### config.mk
export PLATFORM = sky130hd
export DESIGN_NAME = sync_trigger_gen
export DESIGN_NICKNAME = d
export VERILOG_FILES = /design/src/rtl/stg_pkg.sv /design/src/rtl/stg_period_gen.sv /design/src/rtl/stg_ext_detect.sv /design/src/rtl/stg_soft_pulse.sv /design/src/rtl/sync_trigger_gen.sv
export SDC_FILE = /design/constraint.sdc
export NUM_CORES = 1
export LEC_CHECK = 0
export ABC_AREA = 1
export BUFFER_PORTS_ARGS = -buffer_cell sky130_fd_sc_hd__buf_2
export CORE_ASPECT_RATIO = 0.6
export CORE_MARGIN = 3
export CORE_UTILIZATION = 30
export DETAILED_ROUTE_END_ITERATION = 10
export SETUP_SLACK_MARGIN = 0.02
export SYNTH_ARGS = -nofsm -noshare
export SYNTH_HDL_FRONTEND = slang
export SYNTH_HIERARCHICAL = 1
export SYNTH_SLANG_ARGS = --single-unit
### constraint.sdc
create_clock -name clk -period 4.9 [get_ports clk]
set_clock_uncertainty 0.15 [all_clocks]
set_input_delay 1.47 -clock clk [delete_from_list [all_inputs] [get_ports clk]]
set_output_delay 1.47 -clock clk [all_outputs]
set_load 0.005 [all_outputs]
### src/rtl/stg_pkg.sv
package stg_pkg;
  // Strobe sources, used as bit positions in the hit vector
  typedef enum int unsigned {
    SRC_INT  = 0,
    SRC_EXT  = 1,
    SRC_SOFT = 2
  } stg_src_e;

  localparam int unsigned SRC_N = 3;
  localparam int unsigned WORD_W = 32;
  localparam int unsigned PERIOD_MAX_W = 64;
endpackage

### src/rtl/stg_period_gen.sv
module stg_period_gen
  import stg_pkg::*;
#(
  parameter int unsigned CNT_W = 64
) (
  input  logic              clk,
  input  logic              rst_n,
  input  logic              en_i,
  input  logic              lo_we_i,
  input  logic              hi_we_i,
  input  logic [WORD_W-1:0] wdata_i,
  output logic              hit_o
);
  localparam logic [CNT_W-1:0] ONE = CNT_W'(1);

  logic [CNT_W-1:0]        per_q, per_d;
  logic [CNT_W-1:0]        cnt_q, cnt_d;
  logic [PERIOD_MAX_W-1:0] merged;
  logic                    active;

  // Period storage: only CNT_W bits are kept, which masks the upper word
  always_comb begin
    merged = PERIOD_MAX_W'(per_q);
    if (lo_we_i) merged[WORD_W-1:0] = wdata_i;
    if (hi_we_i) merged[PERIOD_MAX_W-1:WORD_W] = wdata_i;
    per_d = merged[CNT_W-1:0];
  end

  assign active = en_i && (per_q != '0);
  assign hit_o  = active && (cnt_q >= (per_q - ONE));

  always_comb begin
    if (!active)    cnt_d = '0;
    else if (hit_o) cnt_d = '0;
    else            cnt_d = cnt_q + ONE;
  end

  always_ff @(posedge clk or negedge rst_n) begin
    if (!rst_n) begin
      per_q <= '0;
      cnt_q <= '0;
    end else begin
      per_q <= per_d;
      cnt_q <= cnt_d;
    end
  end

  // an idle generator restarts its count from zero
  p_idle_restart_r4: assert property (@(posedge clk) disable iff (!rst_n)
    !active |=> (cnt_q == '0));

  // a zero period never fires
  p_zero_silent_r4: assert property (@(posedge clk) disable iff (!rst_n)
    (per_q == '0) |-> !hit_o);
endmodule

### src/rtl/stg_ext_detect.sv
module stg_ext_detect #(
  parameter bit          SYNC_EN     = 1'b1,
  parameter int unsigned SYNC_STAGES = 2
) (
  input  logic clk,
  input  logic rst_n,
  input  logic pin_i,
  input  logic en_i,
  output logic hit_o
);
  logic cur;
  logic prev_q;

  generate
    if (SYNC_EN) begin : g_sync
      logic [SYNC_STAGES-1:0] chain_q, chain_d;
      always_comb begin
        chain_d[0] = pin_i;
        for (int i = 1; i < SYNC_STAGES; i++) chain_d[i] = chain_q[i-1];
      end
      always_ff @(posedge clk or negedge rst_n) begin
        if (!rst_n) chain_q <= '0;
        else        chain_q <= chain_d;
      end
      assign cur = chain_q[SYNC_STAGES-1];
    end else begin : g_direct
      assign cur = pin_i;
    end
  endgenerate

  // Edge memory tracks the level even while disabled, so a level that is
  // already high when the enable is set does not fire
  always_ff @(posedge clk or negedge rst_n) begin
    if (!rst_n) prev_q <= 1'b0;
    else        prev_q <= cur;
  end

  assign hit_o = en_i && cur && !prev_q;

  // an edge gives a hit on one cycle only
  p_ext_single_r5: assert property (@(posedge clk) disable iff (!rst_n)
    hit_o |=> !hit_o);
endmodule

### src/rtl/stg_soft_pulse.sv
module stg_soft_pulse (
  input  logic clk,
  input  logic rst_n,
  input  logic req_i,
  output logic pend_o
);
  logic req_last_q;
  logic pend_q, pend_d;

  // Accept only a new request; the pending bit clears itself one cycle later
  always_comb pend_d = req_i && !req_last_q;

  always_ff @(posedge clk or negedge rst_n) begin
    if (!rst_n) begin
      req_last_q <= 1'b0;
      pend_q     <= 1'b0;
    end else begin
      req_last_q <= req_i;
      pend_q     <= pend_d;
    end
  end

  assign pend_o = pend_q;

  // a pending pulse never lasts more than one cycle
  p_soft_clear_r7: assert property (@(posedge clk) disable iff (!rst_n)
    pend_q |=> !pend_q);
endmodule

### src/rtl/sync_trigger_gen.sv
module sync_trigger_gen
  import stg_pkg::*;
#(
  parameter int unsigned CNT_W       = 64,
  parameter bit          EXT_SYNC_EN = 1'b1,
  parameter int unsigned SYNC_STAGES = 2
) (
  input  logic        clk,
  input  logic        rst_n,
  input  logic        ext_sync_i,
  input  logic        int_en_i,
  input  logic        ext_en_i,
  input  logic        soft_req_i,
  input  logic        period_lo_we,
  input  logic        period_hi_we,
  input  logic [31:0] period_wdata,
  output logic        sync_o
);
  logic [1:0]       rst_sync_q;
  logic             rst_n_int;
  logic [SRC_N-1:0] src_hit;
  logic             sync_q, sync_d;

  // Asynchronous assertion, synchronous release
  always_ff @(posedge clk or negedge rst_n) begin
    if (!rst_n) rst_sync_q <= 2'b00;
    else        rst_sync_q <= {rst_sync_q[0], 1'b1};
  end
  assign rst_n_int = rst_sync_q[1];

  stg_period_gen #(.CNT_W(CNT_W)) u_int (
    .clk     (clk),
    .rst_n   (rst_n_int),
    .en_i    (int_en_i),
    .lo_we_i (period_lo_we),
    .hi_we_i (period_hi_we),
    .wdata_i (period_wdata),
    .hit_o   (src_hit[SRC_INT])
  );

  stg_ext_detect #(.SYNC_EN(EXT_SYNC_EN), .SYNC_STAGES(SYNC_STAGES)) u_ext (
    .clk   (clk),
    .rst_n (rst_n_int),
    .pin_i (ext_sync_i),
    .en_i  (ext_en_i),
    .hit_o (src_hit[SRC_EXT])
  );

  stg_soft_pulse u_soft (
    .clk    (clk),
    .rst_n  (rst_n_int),
    .req_i  (soft_req_i),
    .pend_o (src_hit[SRC_SOFT])
  );

  // Coincident hits merge into one strobe
  always_comb sync_d = |src_hit;

  always_ff @(posedge clk or negedge rst_n_int) begin
    if (!rst_n_int) sync_q <= 1'b0;
    else            sync_q <= sync_d;
  end

  assign sync_o = sync_q;

  // with every source quiet the strobe stays low
  p_quiet_r1: assert property (@(posedge clk) disable iff (!rst_n_int)
    (!int_en_i && !ext_en_i && !src_hit[SRC_SOFT]) |=> !sync_o);
endmodule

Yosys cells after proc, flatten, opt, wreduce, memory -nomap -nowiden
Index checks and enable logic that the tools add are counted.
{ "totals": {"word_cells": 23, "out_inout_bits": 1, "regBits": 136} }
{ "classes": {"n_mux": 2, "reduce_logical": 9, "order_cmp": 1, "n_addsub": 2} }
{ "op_table": {"columns": ["op", "count"], "rows": [
  ["64-bit 2-to-1 mux", 2],
  ["64-bit by 1-bit adder with 64-bit output, second input constant", 1],
  ["64-bit greater-or-equal comparator", 1],
  ["64-bit nonzero test", 1],
  ["64-bit by 1-bit subtractor with 64-bit output, second input constant", 1],
  ["1-bit logical AND", 5],
  ["3-bit OR reduction", 1],
  ["1-bit zero test", 2]
]} }

Longest topological paths before layout
{ "logic_depth": {"depth_word": 5, "mapped_depth": 23, "ltp_nobuf": 23} }

By module
Netlist, hierarchy kept.
{ "modules_own_cells": {"columns": ["mod", "instances", "cells_per_inst", "area_per_inst_um2", "seq_area_each_um2"], "rows": [
  ["stg_period_gen", 1, 1312, 9501.6, 3203.1],
  ["sync_trigger_gen", 1, 7, 90.1, 75.1],
  ["stg_ext_detect", 1, 5, 85.1, 75.1],
  ["stg_soft_pulse", 1, 4, 60.1, 50.0]
]} }

Least setup slack after synthesis
No wires, ideal clock.
{ "synth_path": {"kind": "register to register", "start": "register u_int.per_q[0]", "end": "register u_int.cnt_q[52]", "path_slack_ns": 1.774, "stages_incl_launch_ff": 23, "arrival_ns": 2.905, "path_cell_list": "dfrtp_1 -> inv_1 -> ha_1 -> nand2_4 -> nor2_4 -> nand2_4 -> nor3_1 -> nand3_1 -> xor2_1 -> inv_1 -> ha_1 -> nand2_1 -> inv_1 -> nand2_1 -> nand2_1 -> nand2_1 -> nand3_1 -> nand2_1 -> nand2_1 -> a21oi_1 -> nand3_4 -> buf_6 -> nor2_1"} }
{ "synth_between": {"elab_chain_len": 5} }
{ "synth_lines": {"columns": ["item", "line", "rtl"], "rows": [
  ["start: declaration", "stg_period_gen.sv:16", "logic [CNT_W-1:0] per_q, per_d;"],
  ["start signal: assignment", "stg_period_gen.sv:43", "per_q <= per_d;"],
  ["64-bit by 1-bit subtractor with 64-bit output or 64-bit nonzero test (tied branches)", "stg_period_gen.sv:30, stg_period_gen.sv:29", null],
  ["64-bit greater-or-equal comparator or 1-bit logical AND (tied branches)", "stg_period_gen.sv:30, stg_period_gen.sv:29", null],
  ["1-bit logical AND", "stg_period_gen.sv:30", "assign hit_o = active && (cnt_q >= (per_q - ONE));"],
  ["64-bit 2-to-1 mux", "stg_period_gen.sv:34", "else if (hit_o) cnt_d = '0;"],
  ["64-bit 2-to-1 mux (*)", "stg_period_gen.sv:33", "if (!active) cnt_d = '0;"],
  ["net u_int.cnt_d[52]", "stg_period_gen.sv:17", "logic [CNT_W-1:0] cnt_q, cnt_d;"],
  ["end signal: assignment", "stg_period_gen.sv:44", "cnt_q <= cnt_d;"],
  ["end: declaration", "stg_period_gen.sv:17", null]
]} }
Mark *: on every way through the listed nets, which the timed path passes. The rest lies on a longest branch.
A chain may end at the register's enable or synchronous reset.

Worst setup path after layout
{ "layout_path": {"start": "register u_int.per_q[0]", "end": "register u_int.cnt_q[6]"} }
The elaborated chain is that of the path after synthesis.

==> results.sh <==
export IMPL_fmax_ghz=0.2262
export IMPL_max_slew_margin_pct=35.61
export IMPL_cp_startpoint="u_int/per_q[0]"
export IMPL_rsz0062_at_grt="false"
export IMPL_dieHeight_um=145.6
export IMPL_synth_edf_count=0
export IMPL_crit_type="flop to flop"
export IMPL_max_stage_delay_ns=0.58
export IMPL_syn_nets=1434
export IMPL_ys_warn_count=6
export IMPL_synth_cell_type_count=39
export IMPL_finish_instance_area_sq_um=11040
export IMPL_dpl_cell_area_sq_um=10390
export IMPL_fin_ws_ns=0.4795
export IMPL_worstMarginPinSlew_ns=0.9658
export IMPL_grtUsageTotal_pct=19.06
export IMPL_required_ns=5.04
export IMPL_async_flop_share_pct=100.0
export IMPL_cts_max_path_buffers=2
export IMPL_place_ws_ns=0.6469
export IMPL_cts_clk_slew_worst_paths_ns=0.06
export IMPL_power_density_nw_per_um2=274.3
export IMPL_maxCapViolCount=0
export IMPL_avgRoutedWirePerCell_um=18.08
export IMPL_grt_ovfl_total=0
export IMPL_first_iter_violations=952
export IMPL_finalCritPeriodShare_pct=90.21
export IMPL_p_leak_nw=4.972
export IMPL_wl_um=32620
export IMPL_crit_fanout=63
export IMPL_cts_tree="done"
export IMPL_whs_ns=0.1909
export IMPL_grt_pass1_vias=8066
export IMPL_cp_slowest_cell="buf_4"
export IMPL_start_util_pct=30.82
export IMPL_globalplace_congestion=0.9902
export IMPL_r2r_start="u_int/per_q[0]"
export IMPL_final_max_slew_viol_count=0
export IMPL_vias=8849
export IMPL_post_drt_via_cell_ratio=4.905
export IMPL_syn_area_per_cell_sq_um=7.332
export IMPL_setup_viol=0
export IMPL_wl_met3_um=3685
export IMPL_cp_start_kind="flop"
export IMPL_drive_above_1_share_pct=9.510
export IMPL_post_route_min_period_ns=4.420
export IMPL_power_ir_vdd_worst_mv=0.2158
export IMPL_clock_root_buffer="clkbuf_16"
export IMPL_crit_family="simple AND/OR/NAND/NOR gates"
export IMPL_cts_resized=0
export IMPL_drt_met1_wl_um=17900
export IMPL_cts_setup_buffers=0
export IMPL_cp_data_arrival_time_ns=4.56
export IMPL_dpl_hpwl_um=27140
export IMPL_status="finished clean"
export IMPL_diodes=0
export IMPL_cts_hold_repair_buffers=0
export IMPL_syn_area_sq_um=9737
export IMPL_synthCells=1328
export IMPL_drc=0
export IMPL_dieWidth_um=238.6
export IMPL_cts_sinks=136
export IMPL_numCtsBuffers=17
export IMPL_htreeDepth=4
export IMPL_final_cells=1804
export IMPL_clock_latency_ns=0.44
export IMPL_grt_pass1_wl_um=49360
export IMPL_setup_tns_final_ns=0
export IMPL_nets=1481
export IMPL_grt_antenna_before_repair=0
export IMPL_path_cells="inv_1 > ha_1 > nand2_4 > nor2_4 > inv_2 > nor3_1 > nand4_1 > xor2_1 > inv_1 > ha_1 > nand2_1 > nor2_1 > nand4_1 > nor2_1 > and3b_1 > nand2_1 > nand3_4 > buf_4 > nor2_1"
export IMPL_dpl_cell_count=1772
export IMPL_core_area_sq_um=31590
export IMPL_hold_violations=0
export IMPL_yosysSeqAreaShare_pct=34.95
export IMPL_met2_length_um=10840
export IMPL_syn_to_final_growth_pct=13.39
export IMPL_min_path_type="flop to asynchronous set/reset pin"
export IMPL_row_count=50
export IMPL_die_area_sq_um=34730
export IMPL_first_pass_iters=5
export IMPL_critPathMostFrequentCell="nor2_1"
export IMPL_highest_layer="met4"
export IMPL_crit_buf_inv=4
export IMPL_ys_flop_type="dfrtp_1"
export IMPL_yosys_register_bits=136
export IMPL_crit_path_end_kind="flop"
export IMPL_grt_max_degree=64
export IMPL_ios=41
export IMPL_ant_nets=0
export IMPL_port_buffers=40
## final timing paths
path	end	slack [ns]	cells past startpoint
hold / removal	u_int/cnt_q[7]	0.19	0
hold reg to reg	u_int/cnt_q[7]	0.19	0
setup reg to reg	u_int/cnt_q[6]	0.48	19
setup / recovery	u_int/cnt_q[6]	0.48	19
max in group asynchronous	u_soft/pend_o	3.34	1
min in group clk	rst_sync_q[1]	0.20	0
## synth_stat cells, types with 5 or more instances
cell        n  area [sq um]
dfrtp_1   136          3403
inv_1     145         544.3
nand3_1    46         230.2
mux2_2     12         135.1
nand2_1   312          1171
xnor2_1    16         140.1
a21oi_1    29         145.1
o21ai_0    59         295.3
clkbuf_1   11         41.29
nand4_1    24         150.1
nor3_2      5         50.05
nand2_2     6         37.54
nor2_2      7         43.79
xor2_1    102         893.4
buf_6       6         67.56
nor3_1     39         195.2
nor2_4      8         90.09
inv_2       5         18.77
ha_1       66         825.8
nor2_1    259         972.2
nor4_1      5         31.28
## cells in the final DEF, fill, tap and decap left out, types with 4 or more instances in the layout
| cell | instances |
|---|---|
| a21oi_1 | 29 |
| buf_2 | 40 |
| buf_4 | 6 |
| clkbuf_16 | 17 |
| clkbuf_8 | 8 |
| dfrtp_1 | 135 |
| ha_1 | 66 |
| inv_1 | 145 |
| inv_2 | 5 |
| mux2_2 | 12 |
| nand2_1 | 312 |
| nand2_2 | 6 |
| nand2_4 | 4 |
| nand3_1 | 46 |
| nand3b_1 | 4 |
| nand4_1 | 24 |
| nor2_1 | 259 |
| nor2_2 | 7 |
| nor2_4 | 8 |
| nor3_1 | 39 |
| nor3_2 | 5 |
| nor4_1 | 5 |
| o21ai_0 | 59 |
| xnor2_1 | 16 |
| xor2_1 | 102 |
## state kept, by name, indices dropped and copies added (netlist names)
register,cells
u_int/cnt_q,64
u_int/per_q,64
rst_sync_q,2
u_ext/g_sync.chain_q,2
sync_o,1
u_ext/prev_q,1
u_soft/pend_o,1
u_soft/req_last_q,1
## through the flow
step | total power, mW | utilization (%)
3_5_place_dp | 1.633 | 32.90
5_1_grt | 3.162 | 34.95
3_3_place_gp | 1.628 | 32.90
6_report | 3.028 | 34.95
4_1_cts | 3.063 | 34.95
2_1_floorplan | 1.493 | -
## layer usage
metal  global-route usage, %  vias to the layer above
met3                   6.572                       17
met4                   3.019                        0
li1                        -                     4318
met5                       0                        -
met1                   32.67                     4145
met2                   21.57                      369
## final cells by class
class                   instances  area (sq um)
fillers                      3356         20550
multi-input cells            1024          5658
flip-flops and latches        136          3407
inverters                     150         563.0
clock buffers                  26         539.3
well taps                     416         520.5
repair buffers                 46         245.2
clock inverters                 6         107.6
## worst register-to-register path: stages (launching register included)
cell and delay [ns]:
dfrtp_1 0.36, inv_1 0.12, ha_1 0.30, nand2_4 0.14, nor2_4 0.23, inv_2 0.07
nor3_1 0.46, nand4_1 0.32, xor2_1 0.22, inv_1 0.06, ha_1 0.27, nand2_1 0.05
nor2_1 0.09, nand4_1 0.15, nor2_1 0.20, and3b_1 0.18, nand2_1 0.11, nand3_4 0.08
buf_4 0.58, nor2_1 0.14
## cell families (layout without fill, tap and decap cells)
kind of cell / after synthesis / count (layout) / synth area share, %
AOI/OAI and AO/OA: 97 / 97 / 5.307
xor gates and xnor gates: 118 / 118 / 10.61
adders and majority gates: 66 / 66 / 8.481
buffers and inverters: 168 / 228 / 6.939
DFF: 136 / 136 / 34.95
muxes: 12 / 12 / 1.388
other: 1 / 1 / 0.03851
and+or+nand+nor: 730 / 730 / 32.28
## where the power goes
group / total (mW) / switching (mW) / leakage, nW / internal (mW)
combinational: 0.375 / 0.255 / 2.90 / 0.120
sequential: 1.24 / 0.0670 / 1.76 / 1.18
clock: 1.41 / 0.501 / 0.319 / 0.907
No activity file was read; power rests on OpenSTA's default activity.
